===== config.mk =====
export PLATFORM = sky130hd
export DESIGN_NAME = fsched_agent
export DESIGN_NICKNAME = d
export VERILOG_FILES = /design/src/rtl/fsched_pkg.sv /design/src/rtl/fsched_queue.sv /design/src/rtl/fsched_pick.sv /design/src/rtl/fsched_agent.sv
export SDC_FILE = /design/constraint.sdc
export NUM_CORES = 1
export LEC_CHECK = 0
export ABC_AREA = 0
export BUFFER_PORTS_ARGS = -buffer_cell sky130_fd_sc_hd__buf_2
export CORE_MARGIN = 8
export CORE_UTILIZATION = 44
export DETAILED_ROUTE_END_ITERATION = 12
export GPL_TIMING_DRIVEN = 1
export PLACE_DENSITY_LB_ADDON = 0.25
export SLEW_MARGIN = 20
export SYNTH_ARGS = -nofsm -noshare
export SYNTH_HDL_FRONTEND = slang
export SYNTH_SLANG_ARGS = --single-unit

===== constraint.sdc =====
create_clock -name clk -period 5.5 [get_ports clk]
set_input_delay 0 -clock clk [delete_from_list [all_inputs] [get_ports clk]]
set_output_delay 0 -clock clk [all_outputs]
set_load 0.02 [all_outputs]

===== src/rtl/fsched_pkg.sv =====
package fsched_pkg;
   typedef enum logic [1:0] {
      OP_READ  = 2'd0,
      OP_PROG  = 2'd1,
      OP_ERASE = 2'd2,
      OP_STAT  = 2'd3
   } fop_e;
endpackage


===== src/rtl/fsched_queue.sv =====
// Age-ordered pending store: index 0 is the oldest entry; removal from any
// slot closes the gap so that age order is kept by position.
module fsched_queue #(
   parameter int DEPTH = 8,
   parameter int EW    = 32,
   localparam int IDX_W = (DEPTH > 1) ? $clog2(DEPTH) : 1,
   localparam int CNT_W = $clog2(DEPTH + 1)
) (
   input  logic                        clk,
   input  logic                        rst_n,
   input  logic                        push,
   input  logic [EW-1:0]               push_data,
   input  logic                        pop,
   input  logic [IDX_W-1:0]            pop_idx,
   output logic [DEPTH-1:0][EW-1:0]    ent,
   output logic [DEPTH-1:0]            ent_vld,
   output logic                        full,
   output logic [CNT_W-1:0]            cnt
);
   logic [DEPTH-1:0][EW-1:0] nxt;
   logic [CNT_W-1:0]         wr_pos;

   assign wr_pos = cnt - CNT_W'(pop);
   assign full   = (cnt == CNT_W'(DEPTH));

   always_comb begin
      for (int i = 0; i < DEPTH; i++) begin
         nxt[i] = ent[i];
         if (pop && i >= int'(pop_idx))
            nxt[i] = (i < DEPTH - 1) ? ent[(i < DEPTH - 1) ? i + 1 : i] : '0;
         if (push && wr_pos == CNT_W'(i))
            nxt[i] = push_data;
      end
   end

   for (genvar g = 0; g < DEPTH; g++) begin : g_vld
      assign ent_vld[g] = (CNT_W'(g) < cnt);
   end

   always_ff @(posedge clk or negedge rst_n) begin
      if (!rst_n) begin
         ent <= '0;
         cnt <= '0;
      end else begin
         ent <= nxt;
         cnt <= cnt + CNT_W'(push) - CNT_W'(pop);
      end
   end
endmodule


===== src/rtl/fsched_pick.sv =====
// Chooses the oldest queued command whose super-chip is idle, and the next
// busy super-chip to poll in round-robin order from rr_ptr.
module fsched_pick #(
   parameter int DEPTH     = 8,
   parameter int NUM_CHIPS = 4,
   localparam int IDX_W  = (DEPTH > 1) ? $clog2(DEPTH) : 1,
   localparam int CHIP_W = $clog2(NUM_CHIPS)
) (
   input  logic [DEPTH-1:0][CHIP_W-1:0] ent_chip,
   input  logic [DEPTH-1:0]             ent_vld,
   input  logic [NUM_CHIPS-1:0]         busy,
   input  logic [CHIP_W-1:0]            rr_ptr,
   output logic                         iss_hit,
   output logic [IDX_W-1:0]             iss_idx,
   output logic                         poll_hit,
   output logic [CHIP_W-1:0]            poll_chip
);
   logic [CHIP_W-1:0] cand;

   always_comb begin
      iss_hit = 1'b0;
      iss_idx = '0;
      for (int i = DEPTH - 1; i >= 0; i--) begin
         if (ent_vld[i] && !busy[ent_chip[i]]) begin
            iss_hit = 1'b1;
            iss_idx = IDX_W'(i);
         end
      end
   end

   always_comb begin
      poll_hit  = 1'b0;
      poll_chip = '0;
      cand      = '0;
      for (int k = NUM_CHIPS - 1; k >= 0; k--) begin
         cand = rr_ptr + CHIP_W'(k);
         if (busy[cand]) begin
            poll_hit  = 1'b1;
            poll_chip = cand;
         end
      end
   end
endmodule


===== src/rtl/fsched_agent.sv =====
module fsched_agent #(
   parameter int NUM_CHIPS = 4,
   parameter int QDEPTH    = 8,
   parameter int TAG_W     = 6,
   parameter int BLK_W     = 12,
   parameter int PG_W      = 8,
   localparam int CHIP_W   = $clog2(NUM_CHIPS)
) (
   input  logic              clk,
   input  logic              rst_n,
   input  logic              cmd_valid,
   output logic              cmd_ready,
   input  logic [1:0]        cmd_op,
   input  logic [CHIP_W-1:0] cmd_chip,
   input  logic [BLK_W-1:0]  cmd_blk,
   input  logic [PG_W-1:0]   cmd_page,
   input  logic [TAG_W-1:0]  cmd_tag,
   output logic              bus_valid,
   output logic [1:0]        bus_op,
   output logic [CHIP_W-1:0] bus_chip,
   output logic [BLK_W-1:0]  bus_blk,
   output logic [PG_W-1:0]   bus_page,
   output logic [TAG_W-1:0]  bus_tag,
   input  logic              stat_done,
   output logic              cpl_valid,
   output logic [TAG_W-1:0]  cpl_tag,
   output logic [CHIP_W-1:0] cpl_chip
);
   import fsched_pkg::*;

   localparam int PG_LSB   = TAG_W;
   localparam int BLK_LSB  = PG_LSB + PG_W;
   localparam int CHIP_LSB = BLK_LSB + BLK_W;
   localparam int OP_LSB   = CHIP_LSB + CHIP_W;
   localparam int EW       = OP_LSB + 2;
   localparam int IDX_W    = (QDEPTH > 1) ? $clog2(QDEPTH) : 1;
   localparam int CNT_W    = $clog2(QDEPTH + 1);

   if (NUM_CHIPS < 2 || (NUM_CHIPS & (NUM_CHIPS - 1)) != 0) begin : g_bad_chips
      $error("fsched_agent: NUM_CHIPS must be a power of two, at least 2");
   end
   if (QDEPTH < 2) begin : g_bad_depth
      $error("fsched_agent: QDEPTH must be at least 2");
   end

   logic [QDEPTH-1:0][EW-1:0]     ent;
   logic [QDEPTH-1:0][CHIP_W-1:0] ent_chip;
   logic [QDEPTH-1:0]             ent_vld;
   logic                          q_full;
   logic [CNT_W-1:0]              q_cnt;
   logic                          iss_hit, poll_hit;
   logic [IDX_W-1:0]              iss_idx;
   logic [CHIP_W-1:0]             poll_chip, rr_q, sel_chip;
   logic [EW-1:0]                 sel;
   logic [NUM_CHIPS-1:0]          busy_q, busy_eff, clr, set;
   logic [TAG_W-1:0]              tag_q [NUM_CHIPS];
   logic                          poll_answered;

   assign cmd_ready = !q_full;

   fsched_queue #(.DEPTH(QDEPTH), .EW(EW)) u_queue (
      .clk       (clk),
      .rst_n     (rst_n),
      .push      (cmd_valid && cmd_ready),
      .push_data ({cmd_op, cmd_chip, cmd_blk, cmd_page, cmd_tag}),
      .pop       (iss_hit),
      .pop_idx   (iss_idx),
      .ent       (ent),
      .ent_vld   (ent_vld),
      .full      (q_full),
      .cnt       (q_cnt)
   );

   for (genvar g = 0; g < QDEPTH; g++) begin : g_chip_field
      assign ent_chip[g] = ent[g][CHIP_LSB +: CHIP_W];
   end

   // A status check answered done in this slot frees its chip at this edge.
   assign poll_answered = bus_valid && (bus_op == OP_STAT) && stat_done;

   always_comb begin
      clr = '0;
      if (poll_answered) clr[bus_chip] = 1'b1;
   end
   assign busy_eff = busy_q & ~clr;

   fsched_pick #(.DEPTH(QDEPTH), .NUM_CHIPS(NUM_CHIPS)) u_pick (
      .ent_chip  (ent_chip),
      .ent_vld   (ent_vld),
      .busy      (busy_eff),
      .rr_ptr    (rr_q),
      .iss_hit   (iss_hit),
      .iss_idx   (iss_idx),
      .poll_hit  (poll_hit),
      .poll_chip (poll_chip)
   );

   assign sel      = ent[iss_idx];
   assign sel_chip = sel[CHIP_LSB +: CHIP_W];

   always_comb begin
      set = '0;
      if (iss_hit) set[sel_chip] = 1'b1;
   end

   always_ff @(posedge clk or negedge rst_n) begin
      if (!rst_n) begin
         busy_q    <= '0;
         rr_q      <= '0;
         bus_valid <= 1'b0;
         bus_op    <= '0;
         bus_chip  <= '0;
         bus_blk   <= '0;
         bus_page  <= '0;
         bus_tag   <= '0;
         cpl_valid <= 1'b0;
         cpl_tag   <= '0;
         cpl_chip  <= '0;
         for (int c = 0; c < NUM_CHIPS; c++) tag_q[c] <= '0;
      end else begin
         busy_q    <= busy_eff | set;
         cpl_valid <= poll_answered;
         if (poll_answered) begin
            cpl_chip <= bus_chip;
            cpl_tag  <= tag_q[bus_chip];
         end
         if (iss_hit) begin
            tag_q[sel_chip] <= sel[TAG_W-1:0];
            bus_valid <= 1'b1;
            bus_op    <= sel[OP_LSB +: 2];
            bus_chip  <= sel_chip;
            bus_blk   <= sel[BLK_LSB +: BLK_W];
            bus_page  <= sel[PG_LSB +: PG_W];
            bus_tag   <= sel[TAG_W-1:0];
         end else if (poll_hit) begin
            bus_valid <= 1'b1;
            bus_op    <= OP_STAT;
            bus_chip  <= poll_chip;
            bus_blk   <= '0;
            bus_page  <= '0;
            bus_tag   <= '0;
            rr_q      <= poll_chip + CHIP_W'(1);
         end else begin
            bus_valid <= 1'b0;
         end
      end
   end
endmodule


* After elaboration in Yosys (flattened, before gate mapping)
Index checks and enable logic that the tools add are counted.
** Operators by class
- Equal/unequal tests :: 9
- Mux-type cells :: 90
- Bitwise gates (word level) :: 6
- Add/subtract/negate cells :: 7
- Order comparisons :: 35
- Reduce and logical (&&, ||, !) cells :: 49
** Operators with widths (count)
- $mux 30 :: 17
- $bmux 30 s3 :: 1
- $lt 2x3->1 const B :: 14
- $mux 6 :: 5
- $logic_and 1x1->1 :: 29
- $mux 1 :: 28
- $bmux 1 s2 :: 12
- $bwmux 24 :: 1
- $mux 12 :: 2
- $mux 3 :: 8
- $reduce_bool 2->1 :: 9
- $eq 4x3->1 const B :: 4
- $lt 3x4->1 const A :: 4
- $mux 2 :: 8
- $mux 8 :: 2
- $bmux 6 s2 :: 1
- $demux 6 s2 :: 1
- $ge 3x3->1 const A :: 3
- $logic_not 1->1 :: 9
- $eq 4x2->1 const B :: 2
- $lt 1x4->1 const A :: 2
- $lt 2x4->1 const A :: 2
- $mux 4 :: 2
- $sub 4x1->4 :: 2
- other kinds (20) :: 28
** Storage, ports and cells
- Word-level logic and storage cells :: 220
- Output and inout bits :: 41
- Register bits after elaboration :: 314

* Logic depth before layout (Yosys ltp)
- Depth in word-level cells :: 27
- Mapped depth :: 22
- Gate-level depth less buffers :: 18

* Modules after synthesis
From an unflattened synthesis, not the netlist that was laid out.
** Second synthesis, totals
- Cell total of the unflattened synthesis :: 1222
- Area, all modules :: 17392.9 µm²
** By module, submodules not included
- fsched_queue :: area each 12295.5 µm², instances 1, cells an instance 837
- fsched_agent :: area each 4540.6 µm², instances 1, cells an instance 334
- fsched_pick :: area each 556.8 µm², instances 1, cells an instance 51

* Least setup slack after synthesis
Ideal clock, no wire load.
- Kind :: register to register
- Start point :: reg u_queue.cnt[2]
- End point :: reg u_queue.ent[60] (netlist name)
- Slack :: 0.923 ns
- Stages on the path, launching flop included :: 21
- Path buffers :: 5
- Data required time :: 5.417 ns
- Period minus slack after synthesis :: 4.577 ns
- Arrival time :: 4.495 ns
- Cells stage by stage :: dfrtp_1 inv_1 ha_1 buf_4 a21boi_2 and3b_1 a22oi_1 nor4b_4 nand3_2 nor2b_1 inv_1 clkbuf_1 ha_1 ha_1 clkbuf_1 or3_1 clkbuf_1 nor3b_1 clkbuf_1 nand2_1 o21ai_0
** Between the ends
- Cells in the longest elaborated chain, start to end :: 14
** RTL lines
- start, declared :: line fsched_queue.sv:18 : output logic [CNT_W-1:0] cnt
- start signal, assigned :: line fsched_queue.sv:46 : cnt <= cnt + CNT_W'(push) - CNT_W'(pop);
- $lt 3x4->1 :: line fsched_queue.sv:37 : assign ent_vld[g] = (CNT_W'(g) < cnt);
- $logic_and 1x1->1 :: line fsched_pick.sv:24 : if (ent_vld[i] && !busy[ent_chip[i]]) begin
- $mux 1 (8 in series) :: line fsched_pick.sv:24
- $sub 4x1->4 :: line fsched_queue.sv:23 : assign wr_pos = cnt - CNT_W'(pop);
- $eq 4x2->1 :: line fsched_queue.sv:31 : if (push && wr_pos == CNT_W'(i))
- $logic_and 1x1->1 :: line fsched_queue.sv:31
- $mux 30 or $reduce_bool 2->1 (tied branches)
- end signal, assigned :: line fsched_queue.sv:45 : ent <= nxt;
- end, declared :: line fsched_queue.sv:15 : output logic [DEPTH-1:0][EW-1:0] ent,
Several ways; a longest one is shown, not always the timed one.
A chain may end at the register's enable or synchronous reset.

* Final worst setup path
- Start point :: reg u_queue.cnt[2]
- End point :: reg u_queue.ent[196] (netlist name)
** Between the ends
- Cells in the longest elaborated chain, start to end :: 14
** RTL lines (line)
- $lt 3x4->1 :: fsched_queue.sv:37
- $logic_and 1x1->1 :: fsched_pick.sv:24
- $mux 1 (8 in series) :: fsched_pick.sv:24
- $sub 4x1->4 :: fsched_queue.sv:23
- $eq 4x3->1 :: fsched_queue.sv:31
- $logic_and 1x1->1 :: fsched_queue.sv:31
- $mux 30 or $reduce_bool 2->1 (tied branches)
Several ways; a longest one is shown, not always the timed one.

==> metrics.md <==
| Metric | Value |
|---|---|
| Critical path type | register to register |
| Synth Warn # | 0 |
| Syn avg cell area | approximately 9.6 um2 |
| Max Fanout on Critical Path | 38 |
| Mapped Nets | 1740 |
| Post-synth top area share | 48.11% |
| Async set-reset flop share out of synthesis | 100.0% |
| Max transition margin | 34.55% |
| Clock sink count | ~310 |
| Syn Inst Count | 1694 |
| Fill count | roughly 3300 |
| HP Class | input pin to asynchronous set/reset pin |
| Vias | between 10000 and 15000 |
| Total CTS buffers | 36 |
| Detailed-route DRC error count | 0 |
| Clock tree from TritonCTS | done |
| Final setup vio count | 0 |
| Synth-to-Final Area Change | 13.69% |
| Initial antenna violation count | 0 |
| Post-DP HPWL | around 28000 um |
| Synth top area cells | dfrtp_1, mux2i_1, o21ai_0 |
| Fin. max-slew vios | 0 |
| Gr ovfl total | 0 |
| Worst Setup End Kind | register |
| RR Startpoint | u_queue.cnt[2] |
| Total Die Area | 0.04354 mm2 |
| Status | complete, no violations |
| Clock Latency Late Sink | 0.52 ns |
| DR vias/cell | around 5.7 |
| Clock slew at reported path FFs | about 0.050 ns |
| First-pass GRT wire length | about 73000 um |
| RSZ-0062 raised after global routing | false |
| Die height | 208.7 um |
| Total wire length | between 40000 and 50000 um |
| Distinct cells, synth | 76 |
| Share of layout cells above drive strength 1 | between 10% and 20% |
| Actual slew at the worst max-slew pin | 0.9818 ns |
| Die width | approximately 210 um |
| Final Critical Period | slightly below 5 ns |
| Most frequent cells in the layout | dfrtp_1, nand2_1, o21ai_0 |
| Worst Path Required | ~5.9 ns |
| Drt wl/cell | around 21 um |
| Clock Tree Buf Depth | 3 |
| Yosys reg bits | 314 |
| N_diodes | 0 |
| Fmax | between 0.2 and 0.25 GHz |
| Register area share after synthesis | between 40% and 50% |
| Mapped Area | 0.01633 mm2 |
| Largest net degree at the start of global routing | 142 |
| Final Hold Viols | 0 |
| Final Net Count | roughly 1800 |
| Register-to-Register Path Depth | 17 |
| Aggregate global-route resource usage | 20.97% |
| Crit. Startpoint | u_queue.cnt[2] |
| Buffers on Ports | 74 |
| CTS resizes | 0 |
| Commonest non-fill, non-tap cell in the layout | dfrtp_1 |
| Post-route ant nets | 0 |
| Main synth FF type | dfrtp_1 |
| Max Cap Viol | 0 |
| Post-CTS setup buffers | 0 |
| Post-synth top area cell | dfrtp_1 |
| Pre-Repair DR Iteration Count | 10 |
| IO Pins | between 70 and 80 |
| DR iter-0 viols | a little over 900 |
| Placer Congestion | 0.8609 |
| H-Tree Depth | 2 |
| Max Clock Skew | roughly 0.019 ns |
| Final period utilization | roughly nine tenths |
| Number of synthesized flops with an enable pin | 0 |
| Vias in the first global route | around 13000 |
| CP startpoint kind | register |
| Setup TNS | 0 ns |
| Root buf cell | clkbuf_16 |
| # rows | 70 |
| Starting Density | between 40 and 50% |
| Critical Path AT | approximately 5.3 ns |
| CORE AREA | between 0.03 and 0.04 mm2 |
## metal layers
layer | routed length [um] | track usage (%) | vias up
met5 | 0 | 0 | -
li1 | - | - | 6005
met2 | 21420 | 33.96 | 348
met1 | 21370 | 28.99 | 6236
met4 | 1235 | 6.416 | 0
met3 | 2306 | 2.858 | 94
## logic make-up after synthesis
family                   count (synthesis)  share of synthesized area [%]
AO/OA/AOI/OAI                          451                          16.19
XOR/XNOR                                11                         0.5898
adder cells (fa/ha/maj)                 12                         0.9652
buffers and inverters                  166                          4.175
flip-flops                             314                          48.11
multiplexers                           268                          17.57
AND/OR/NAND/NOR                        472                          12.40
## layout make-up
class / instances / area (um2) / area share, %
Clock buffer: 47 / 992.2 / 5.343
Timing Repair Buffer: 143 / 1028 / 5.539
Inverter: 17 / 63.81 / 0.3436
Multi-Input combinational cell: 1214 / 7861 / 42.34
Tap cell: 468 / 585.6 / 3.153
Sequential cell: 314 / 7858 / 42.32
Clock inverter: 17 / 180.2 / 0.9703
## sequential cells by signal (all words and copies together), names as in the netlist, 4 cells and up
register / count
bus_blk: 12
u_queue.ent: 240
u_queue.cnt: 4
busy_q: 4
bus_tag: 6
cpl_tag: 6
tag_q: 24
bus_page: 8
## cells in the mapped netlist (5+ instances only)
master    instances
mux2_2           23
nor3_1            6
a32o_1            6
xnor2_1           6
mux2_4           10
nor4_1           20
o22a_1           22
nand2_1         299
xor2_1            5
nor2_1          101
inv_1            16
buf_1            49
o21ai_0         280
clkbuf_1         81
buf_2            11
ha_1             11
o22ai_1          29
mux2i_1         221
a21oi_1          63
a21o_1            7
mux2_1            6
and3_1            8
mux4_2            8
dfrtp_1         314
## worst max-delay path, stage by stage (launching register included)
cell and delay [ns]:
dfrtp_1 0.44, inv_1 0.17, ha_1 0.42, a21boi_2 0.28, and3b_1 0.19, a22oi_1 0.24
nor4b_4 0.24, buf_4 0.20, nand3_2 0.11, nor2b_4 0.13, inv_1 0.06, ha_1 0.19
ha_1 0.22, xnor2_1 0.32, or3_2 0.20, nor3b_4 0.66, buf_4 0.49, o21ai_0 0.16
## through the flow
stage | cells | setup WS [ns] | instance area [um2] | utilization, % | hold slack (ns)
finish | 2220 | 0.6323 | 18570 | 50.72 | 0.1335
global route | 2220 | 0.1570 | 18570 | 50.72 | 0.2031
CTS | 2220 | 0.6040 | 18570 | 50.72 | 0.1471
detailed placement | 2124 | 0.6242 | 17080 | 46.64 | 0.09335
global placement | 2124 | 0.7694 | 17080 | 46.64 | 0.09501
floorplan | 1694 | 0.9229 | 16330 | - | -0.2956
## path summary, 6_finish.rpt
| check | endpoint | slack (ns) |
|---|---|---|
| hold / removal | cpl_tag[3] | 0.13 |
| max in group asynchronous | u_queue.ent[219] | 3.90 |
| hold reg to reg | cpl_tag[5] | 0.47 |
| setup reg to reg | u_queue.ent[196] | 0.63 |
| setup / recovery | u_queue.ent[196] | 0.63 |
| min in group clk | u_queue.cnt[1] | 0.19 |
## timing repair
action,CTS,global route
hold endpoints to repair,339,0
hold buffers,32,0
setup endpoints to repair,0,0
Power is not shown: default switching activity piles up to over one toggle a cycle in this logic, so the estimate is an artifact.
